**config.mk**
```make
export PLATFORM = sky130hd
export DESIGN_NAME = evmon_top
export DESIGN_NICKNAME = d
export VERILOG_FILES = /design/src/rtl/evmon_pkg.sv /design/src/rtl/evmon_axil.sv /design/src/rtl/evmon_ctr.sv /design/src/rtl/evmon_top.sv
export SDC_FILE = /design/constraint.sdc
export NUM_CORES = 1
export LEC_CHECK = 0
export BUFFER_PORTS_ARGS = -buffer_cell sky130_fd_sc_hd__buf_2
export CORE_ASPECT_RATIO = 1.1
export CORE_MARGIN = 2
export CORE_UTILIZATION = 60
export CTS_BUF_LIST = sky130_fd_sc_hd__clkbuf_4 sky130_fd_sc_hd__clkbuf_8
export CTS_CLUSTER_SIZE = 12
export DETAILED_ROUTE_END_ITERATION = 10
export GPL_ROUTABILITY_DRIVEN = 0
export PLACE_DENSITY = 0.78
export SYNTH_ARGS = -nofsm -noshare
export SYNTH_HDL_FRONTEND = slang
export SYNTH_HIERARCHICAL = 1
export SYNTH_SLANG_ARGS = --single-unit
```
**constraint.sdc**
```tcl
create_clock -name clk -period 9.23 [get_ports clk]
set_clock_uncertainty 0.05 [all_clocks]
set_input_delay 0.923 -clock clk [delete_from_list [all_inputs] [get_ports clk]]
set_output_delay 0.923 -clock clk [all_outputs]
set_load 0.01 [all_outputs]
```
**src/rtl/evmon_pkg.sv**
```systemverilog
package evmon_pkg;

   localparam logic [31:0] FN_CODE_CMD   = 32'h0004_A404;
   localparam logic [31:0] FN_CODE_EVCFG = 32'h0004_A207;
   localparam logic [31:0] FN_CODE_READ  = 32'h0004_AC1F;

   localparam int EVT_W   = 6;
   localparam logic [EVT_W-1:0] EVT_DISABLED = 6'h3F;

   typedef enum logic [1:0] {
      FN_NONE,
      FN_COMMAND,
      FN_EVCFG,
      FN_READOUT
   } fn_e;

   // bit order of the command mask is fixed by software
   typedef struct packed {
      logic clear;    // bit4
      logic start;    // bit3
      logic stop;     // bit2
      logic sample;   // bit1
      logic ptr_rst;  // bit0
   } cmd_t;

   function automatic fn_e decode_fn(input logic [31:0] code);
      case (code)
         FN_CODE_CMD:   return FN_COMMAND;
         FN_CODE_EVCFG: return FN_EVCFG;
         FN_CODE_READ:  return FN_READOUT;
         default:       return FN_NONE;
      endcase
   endfunction

   function automatic cmd_t unpack_cmd(input logic [4:0] bits);
      cmd_t c;
      c = cmd_t'(bits);
      return c;
   endfunction

endpackage

```
**src/rtl/evmon_axil.sv**
```systemverilog
module evmon_axil #(
   parameter int ADDR_W = 8,
   parameter int DATA_W = 32
) (
   input  logic              clk,
   input  logic              rst_n,
   input  logic              s_awvalid,
   output logic              s_awready,
   input  logic [ADDR_W-1:0] s_awaddr,
   input  logic              s_wvalid,
   output logic              s_wready,
   input  logic [DATA_W-1:0] s_wdata,
   output logic              s_bvalid,
   input  logic              s_bready,
   output logic [1:0]        s_bresp,
   input  logic              s_arvalid,
   output logic              s_arready,
   input  logic [ADDR_W-1:0] s_araddr,
   output logic              s_rvalid,
   input  logic              s_rready,
   output logic [DATA_W-1:0] s_rdata,
   output logic [1:0]        s_rresp,
   output logic              wr_en,
   output logic [ADDR_W-1:0] wr_addr,
   output logic [DATA_W-1:0] wr_data,
   output logic              rd_en,
   output logic [ADDR_W-1:0] rd_addr,
   input  logic [DATA_W-1:0] rd_word
);

   logic bvalid_q, rvalid_q;
   logic [DATA_W-1:0] rdata_q;

   // both channels taken in one beat, one write in flight at most
   assign wr_en     = s_awvalid & s_wvalid & ~bvalid_q;
   assign s_awready = wr_en;
   assign s_wready  = wr_en;
   assign wr_addr   = s_awaddr;
   assign wr_data   = s_wdata;

   assign s_arready = ~rvalid_q;
   assign rd_en     = s_arvalid & ~rvalid_q;
   assign rd_addr   = s_araddr;

   always_ff @(posedge clk) begin
      if (!rst_n) begin
         bvalid_q <= 1'b0;
         rvalid_q <= 1'b0;
         rdata_q  <= '0;
      end else begin
         if (wr_en)         bvalid_q <= 1'b1;
         else if (s_bready) bvalid_q <= 1'b0;
         if (rd_en) begin
            rvalid_q <= 1'b1;
            rdata_q  <= rd_word;
         end else if (s_rready) begin
            rvalid_q <= 1'b0;
         end
      end
   end

   assign s_bvalid = bvalid_q;
   assign s_rvalid = rvalid_q;
   assign s_rdata  = rdata_q;
   assign s_bresp  = 2'b00;
   assign s_rresp  = 2'b00;

   p_resp_follows_accept_r2: assert property (@(posedge clk) disable iff (!rst_n)
      (s_awvalid && s_wvalid && s_awready) |=> s_bvalid);
   p_bvalid_held_r2: assert property (@(posedge clk) disable iff (!rst_n)
      (s_bvalid && !s_bready) |=> s_bvalid);
   p_rdata_held_r3: assert property (@(posedge clk) disable iff (!rst_n)
      (s_rvalid && !s_rready) |=> (s_rvalid && $stable(s_rdata)));
   p_read_resp_r3: assert property (@(posedge clk) disable iff (!rst_n)
      (s_arvalid && s_arready) |=> s_rvalid);

endmodule

```
**src/rtl/evmon_ctr.sv**
```systemverilog
module evmon_ctr #(
   parameter int CNT_W = 32
) (
   input  logic             clk,
   input  logic             rst_n,
   input  logic             clr,
   input  logic             inc,
   input  logic             smp,
   output logic [CNT_W-1:0] live,
   output logic [CNT_W-1:0] shadow
);

   localparam logic [CNT_W-1:0] ALL_ONES = {CNT_W{1'b1}};

   logic [CNT_W-1:0] live_q, shadow_q;

   always_ff @(posedge clk) begin
      if (!rst_n) begin
         live_q   <= '0;
         shadow_q <= '0;
      end else begin
         if (clr)                            live_q <= '0;
         else if (inc && live_q != ALL_ONES) live_q <= live_q + 1'b1;
         if (smp)                            shadow_q <= live_q;
      end
   end

   assign live   = live_q;
   assign shadow = shadow_q;

   p_no_overflow_r12: assert property (@(posedge clk) disable iff (!rst_n)
      (live == ALL_ONES && !clr) |=> (live == ALL_ONES));
   p_clear_zero_r5: assert property (@(posedge clk) disable iff (!rst_n)
      clr |=> (live == '0));
   p_sample_copy_r6: assert property (@(posedge clk) disable iff (!rst_n)
      smp |=> (shadow == $past(live)));
   p_shadow_hold_r11: assert property (@(posedge clk) disable iff (!rst_n)
      !smp |=> $stable(shadow));

endmodule

```
**src/rtl/evmon_top.sv**
```systemverilog
module evmon_top
   import evmon_pkg::*;
#(
   parameter int ADDR_W  = 8,
   parameter int NUM_EVT = 5,
   parameter int NUM_SRC = 8,
   parameter int CNT_W   = 32,
   parameter logic [ADDR_W-1:0] CTRL_OFF = 'h10,
   parameter logic [ADDR_W-1:0] DATA_OFF = 'h14
) (
   input  logic               clk,
   input  logic               rst_n,
   input  logic               s_awvalid,
   output logic               s_awready,
   input  logic [ADDR_W-1:0]  s_awaddr,
   input  logic               s_wvalid,
   output logic               s_wready,
   input  logic [31:0]        s_wdata,
   output logic               s_bvalid,
   input  logic               s_bready,
   output logic [1:0]         s_bresp,
   input  logic               s_arvalid,
   output logic               s_arready,
   input  logic [ADDR_W-1:0]  s_araddr,
   output logic               s_rvalid,
   input  logic               s_rready,
   output logic [31:0]        s_rdata,
   output logic [1:0]         s_rresp,
   input  logic [NUM_SRC-1:0] evt_strobe_i,
   input  logic               busy_i
);

   localparam int NUM_ENT = NUM_EVT + 1;          // event counters plus latency
   localparam int PTR_W   = $clog2(NUM_ENT);
   localparam int EXT_W   = 2 ** EVT_W;
   localparam logic [PTR_W-1:0] LAST_ENT = PTR_W'(NUM_ENT - 1);

   generate
      if (NUM_EVT < 1 || CNT_W < 1 || CNT_W > 32 || NUM_SRC < 1 || NUM_SRC >= EXT_W
          || ADDR_W < 5) begin : g_bad_cfg
         $error("evmon_top: parameter set out of range");
      end
   endgenerate

   logic              wr_en, rd_en;
   logic [ADDR_W-1:0] wr_addr, rd_addr;
   logic [31:0]       wr_data, rd_word;

   evmon_axil #(.ADDR_W(ADDR_W), .DATA_W(32)) u_axil (
      .clk, .rst_n,
      .s_awvalid, .s_awready, .s_awaddr, .s_wvalid, .s_wready, .s_wdata,
      .s_bvalid, .s_bready, .s_bresp,
      .s_arvalid, .s_arready, .s_araddr, .s_rvalid, .s_rready, .s_rdata, .s_rresp,
      .wr_en, .wr_addr, .wr_data, .rd_en, .rd_addr, .rd_word
   );

   // function select and decoded data-word actions
   logic [31:0]      fn_code_q;
   fn_e              fn_sel;
   cmd_t             cmd;
   logic             wr_data_hit, cmd_fire, cfg_fire, rdo_fire;
   logic [PTR_W-1:0] ptr_q;
   logic             run_q;
   logic             clr_all, smp_all;

   assign fn_sel      = decode_fn(fn_code_q);
   assign cmd         = unpack_cmd(wr_data[4:0]);
   assign wr_data_hit = wr_en && (wr_addr == DATA_OFF);
   assign cmd_fire    = wr_data_hit && (fn_sel == FN_COMMAND);
   assign cfg_fire    = wr_data_hit && (fn_sel == FN_EVCFG);
   assign rdo_fire    = rd_en && (rd_addr == DATA_OFF) && (fn_sel == FN_READOUT);
   assign clr_all     = cmd_fire && cmd.clear;
   assign smp_all     = cmd_fire && cmd.sample;

   always_ff @(posedge clk) begin
      if (!rst_n) begin
         fn_code_q <= '0;
         ptr_q     <= '0;
         run_q     <= 1'b0;
      end else begin
         if (wr_en && wr_addr == CTRL_OFF) fn_code_q <= wr_data;
         if (cmd_fire && cmd.ptr_rst)
            ptr_q <= '0;
         else if (cfg_fire || rdo_fire)
            ptr_q <= (ptr_q == LAST_ENT) ? '0 : ptr_q + 1'b1;
         if (cmd_fire && cmd.stop)
            run_q <= 1'b0;
         else if (cmd_fire && cmd.start && !cmd.clear)
            run_q <= 1'b1;
      end
   end

   // event number per event counter
   logic [EVT_W-1:0] evt_sel_q [NUM_EVT];

   always_ff @(posedge clk) begin
      if (!rst_n) begin
         for (int i = 0; i < NUM_EVT; i++) evt_sel_q[i] <= EVT_DISABLED;
      end else begin
         for (int i = 0; i < NUM_EVT; i++)
            if (cfg_fire && ptr_q == PTR_W'(i)) evt_sel_q[i] <= wr_data[EVT_W-1:0];
      end
   end

   // disabled and unused event numbers land on constant-zero bits
   logic [EXT_W-1:0] strobe_ext;
   assign strobe_ext = {{(EXT_W - NUM_SRC){1'b0}}, evt_strobe_i};

   logic [CNT_W-1:0] live_v   [NUM_ENT];
   logic [CNT_W-1:0] shadow_v [NUM_ENT];

   generate
      for (genvar g = 0; g < NUM_ENT; g++) begin : g_ent
         logic inc;
         if (g < NUM_EVT) begin : g_event
            assign inc = run_q & strobe_ext[evt_sel_q[g]];
         end else begin : g_latency
            assign inc = run_q & busy_i;
         end
         evmon_ctr #(.CNT_W(CNT_W)) u_ctr (
            .clk, .rst_n,
            .clr(clr_all), .inc(inc), .smp(smp_all),
            .live(live_v[g]), .shadow(shadow_v[g])
         );
      end
   endgenerate

   // read path
   logic [CNT_W-1:0] slot_val;

   always_comb begin
      slot_val = '0;
      for (int i = 0; i < NUM_ENT; i++)
         if (ptr_q == PTR_W'(i)) slot_val = shadow_v[i];
   end

   always_comb begin
      if (rd_addr == CTRL_OFF)
         rd_word = fn_code_q;
      else if (rd_addr == DATA_OFF && fn_sel == FN_READOUT)
         rd_word = 32'(slot_val);
      else
         rd_word = '0;
   end

   p_ptr_range_r10: assert property (@(posedge clk) disable iff (!rst_n)
      ptr_q <= LAST_ENT);
   p_stop_wins_r6: assert property (@(posedge clk) disable iff (!rst_n)
      (cmd_fire && cmd.stop) |=> !run_q);
   p_clear_blocks_start_r6: assert property (@(posedge clk) disable iff (!rst_n)
      (cmd_fire && cmd.clear && !cmd.stop) |=> (run_q == $past(run_q)));
   p_idle_write_ptr_r13: assert property (@(posedge clk) disable iff (!rst_n)
      (wr_data_hit && fn_sel == FN_NONE) |=> $stable(ptr_q));
   p_idle_read_zero_r13: assert property (@(posedge clk) disable iff (!rst_n)
      (rd_en && rd_addr == DATA_OFF && fn_sel != FN_READOUT) |=> (s_rdata == '0));
   p_stopped_still_r8: assert property (@(posedge clk) disable iff (!rst_n)
      (!run_q && !clr_all) |=> $stable(live_v[0]));

endmodule

```
==> flow_summary.ini <==
[worst_hold_path]
hold_path_class = flop to flop
holdPathEnd = u_axil/s_rdata[23]
hp-start = u_axil/s_rdata[23]
min_path_cells = 2

[timing]
slew_headroom = 0.148
finalSetupTns_ps = 0
period_minus_slack_ps = 4750
drv_slew = 0
fmaxAchievable_ghz = 0.210
finalSetupViolCount = 0
tightest_slew_ps = 1260
fin_crit_sh = 0.515
rsz0062_at_grt = false
finalWorstSetupSlack_ps = 4480
finalHoldViolCount = 0

[yosys]
yosys.cell_types.count = 69
synth-edff-count = 30
synth_xor_area_frac = 0.0195
ys_seq_elements = 484
synthAdderAreaFrac = 0.00361
synthArstFlopShare = 0
yosys.area_share.simple = 0.235
syn_inst = 2688
syn_area_mm2 = 0.0243
ys_top_cells_by_area = dfxtp_1 (37%), mux2i_1 (11%), nor2b_1 (5.2%), nand2_1 (3.9%), edfxtp_1 (3.7%)
syn_avg_cell_area_um2 = 9.02
synth_top_family_by_area = simple AND/OR/NAND/NOR gates
yosysTopAreaCell = dfxtp_1
synth_compound_area_frac = 0.146
synth_ff_type = dfxtp_1
ys_warn_count = 6
synth.top_cell.area_share = 0.375
synth_seq_area_share = 0.412
synthMuxAreaShare = 0.120

[cells_and_area]
drive_above_1_share = 0.137
fillCellCount = 3219
layout.area.seq_mm2 = 0.00999
multi_input_area_mm2 = 0.0128
layout_common_cells = dfxtp_1 (452), mux2i_1 (269), nand2_1 (253)
final_nets = 2740
area_delta_synth_final_pct = 7.94
layout_commonest_cell = dfxtp_1
n_antenna_cell = 0

[global_routing]
antenna_found_initial = 1
grt_max_degree = 171
grt_usage = 0.314
grt_pass1_wl_um = 106000
overflow = 0
first_global_vias = 19300

[worst_setup_path]
max_stage_delay_ps = 990
reg2reg_setup_slack_ps = 4480
cp_common_cell = buf_4
cp-end-kind = flop
cp.required_ps = 9710
critPathLaunchType = flop
ff2ff_path_depth = 8
path_class = flop to flop
worstPathMaxFanout = 69
arrival_ps = 5230
r2r_end = g_ent[4].u_ctr/shadow[5]
r2r_start = fn_code_q[9]
path_cells = or4b_2, nor4_1, and3_1, and2_4, buf_4, buf_4, mux2i_1, nor2b_1
slowest_stage = buf_4

[drt]
avgViaCountPerCell = 6.42
dr.pass1.iters = 9
drtIter0Drc = 2398
dr_wl_met3_um = 6560
wl_met1_um = 29200
drc = 0
vias = 20800
wl_met2_um = 29000
ant_nets = 0
post_drt_wl_per_cell_um = 20.7
finalWirelength_um = 67200
highest_layer = met5

[floorplanning]
io_pins = 105
die_y_um = 215
die-area_mm2 = 0.0420
core-area_mm2 = 0.0401
initial_utilization = 0.605
num_rows = 77
dieWidth_um = 196

[clock_network]
cts_buffer_depth = 3
clk_pin_slew_ps = 60
cts_resized = 0
hold_buffers = 0
worstSkewPairLatency_ps = 670
cts_tree = built
cts_setup_buffers = 0
cts_sinks = 484
cts-root-buf = clkbuf_8
cts_max_level = 3
cts_made_buffers = 79

[place]
pre_cts_slack_ps = 4290
place_hpwl_um = 46900
port_buffers = 100

[power]
leakagePower_nw = 8.02
powerDensity_mw_per_mm2 = 164
vdd_drop_max_v = 0.0000897

[run]
cap_violations = 0

[status]
status = finished, final reports clean
## worst max path at each step
stage                      start                   endpoint  slack [ps]
global placement       s_awvalid  g_ent[4].u_ctr/shadow[13]        4510
detailed placement     s_awvalid   g_ent[4].u_ctr/shadow[5]        4290
CTS                 fn_code_q[9]   g_ent[4].u_ctr/shadow[5]        4670
global route        fn_code_q[9]   g_ent[4].u_ctr/shadow[5]        4370
floorplan              s_awvalid  g_ent[0].u_ctr/shadow[10]        5810
finish              fn_code_q[9]   g_ent[4].u_ctr/shadow[5]        4480
## where the power goes
group,switching [mW],internal [mW]
Combinational,0.0605,0.0416
Clock,0.882,1.20
Sequential,0.00427,2.12
Total,0.947,3.35
## final cells by class
| class | count | share of cell area |
|---|---|---|
| sequential | 484 | 0.382 |
| timing repair buffer | 130 | 0.0284 |
| clock inverter | 20 | 0.00951 |
| tap | 513 | 0.0245 |
| inverter | 68 | 0.00975 |
| multi-input combinational | 1906 | 0.488 |
| clock buffer | 123 | 0.0582 |
## registers in the layout (all words and copies together) (netlist names)
| signal | flops |
|---|---|
| u_axil/s_rvalid | 1 |
| u_axil/s_bvalid | 1 |
| fn_code_q | 32 |
| g_ent.u_ctr/shadow | 192 |
| run_q | 1 |
| u_axil/s_rdata | 32 |
| g_ent.u_ctr/live | 192 |
| ptr_q | 3 |
| evt_sel_q | 30 |
## kinds of logic after synthesis
family | count (synthesis)
compound gates | 556
other cells | 1
flops | 484
buf+inv | 301
mux | 279
fa+ha+maj | 7
simple gates | 1006
xor+xnor | 54
## cell usage after synthesis, types with 23 or more instances
cell        n
a32o_1     31
or4_1      51
dfxtp_1   454
buf_1      23
and4_1     31
nand3_1    67
nand2b_1   24
buf_4      55
buf_2      24
xnor2_1    48
a21oi_1   169
o31ai_1    85
edfxtp_1   30
nor2_1     86
mux2i_1   269
a31oi_1    25
nand4_1    93
inv_1      56
and2_1     33
o21ai_0   148
or3_1      38
nor2b_1   200
clkbuf_1  106
nand2_1   253
nor4_1     28
## stage by stage
stage	hold slack (ps)	power [mW]	std cells	util	instance area, um^2
floorplan	393	2.25	2691	-	24300
global placement	392	2.27	3101	0.609	24400
detailed placement	395	2.27	3101	0.609	24400
CTS	409	4.32	3244	0.653	26200
global route	424	4.43	3244	0.653	26200
finish	406	4.30	3244	0.653	26200
## worst max-delay path, delay by kind of cell, from the launching register on
family	cells	cell delay, ps
buf+inv	2	1730
simple gates	5	2100
flops	1	340
mux	1	320
## metal layers
metal  vias up  GRT usage
li1       9776          -
met1      9888      0.441
met5         -          0
met3       174     0.0673
met2       983      0.467
met4         2      0.134
Note: power is estimated with default switching activity, not from simulation.
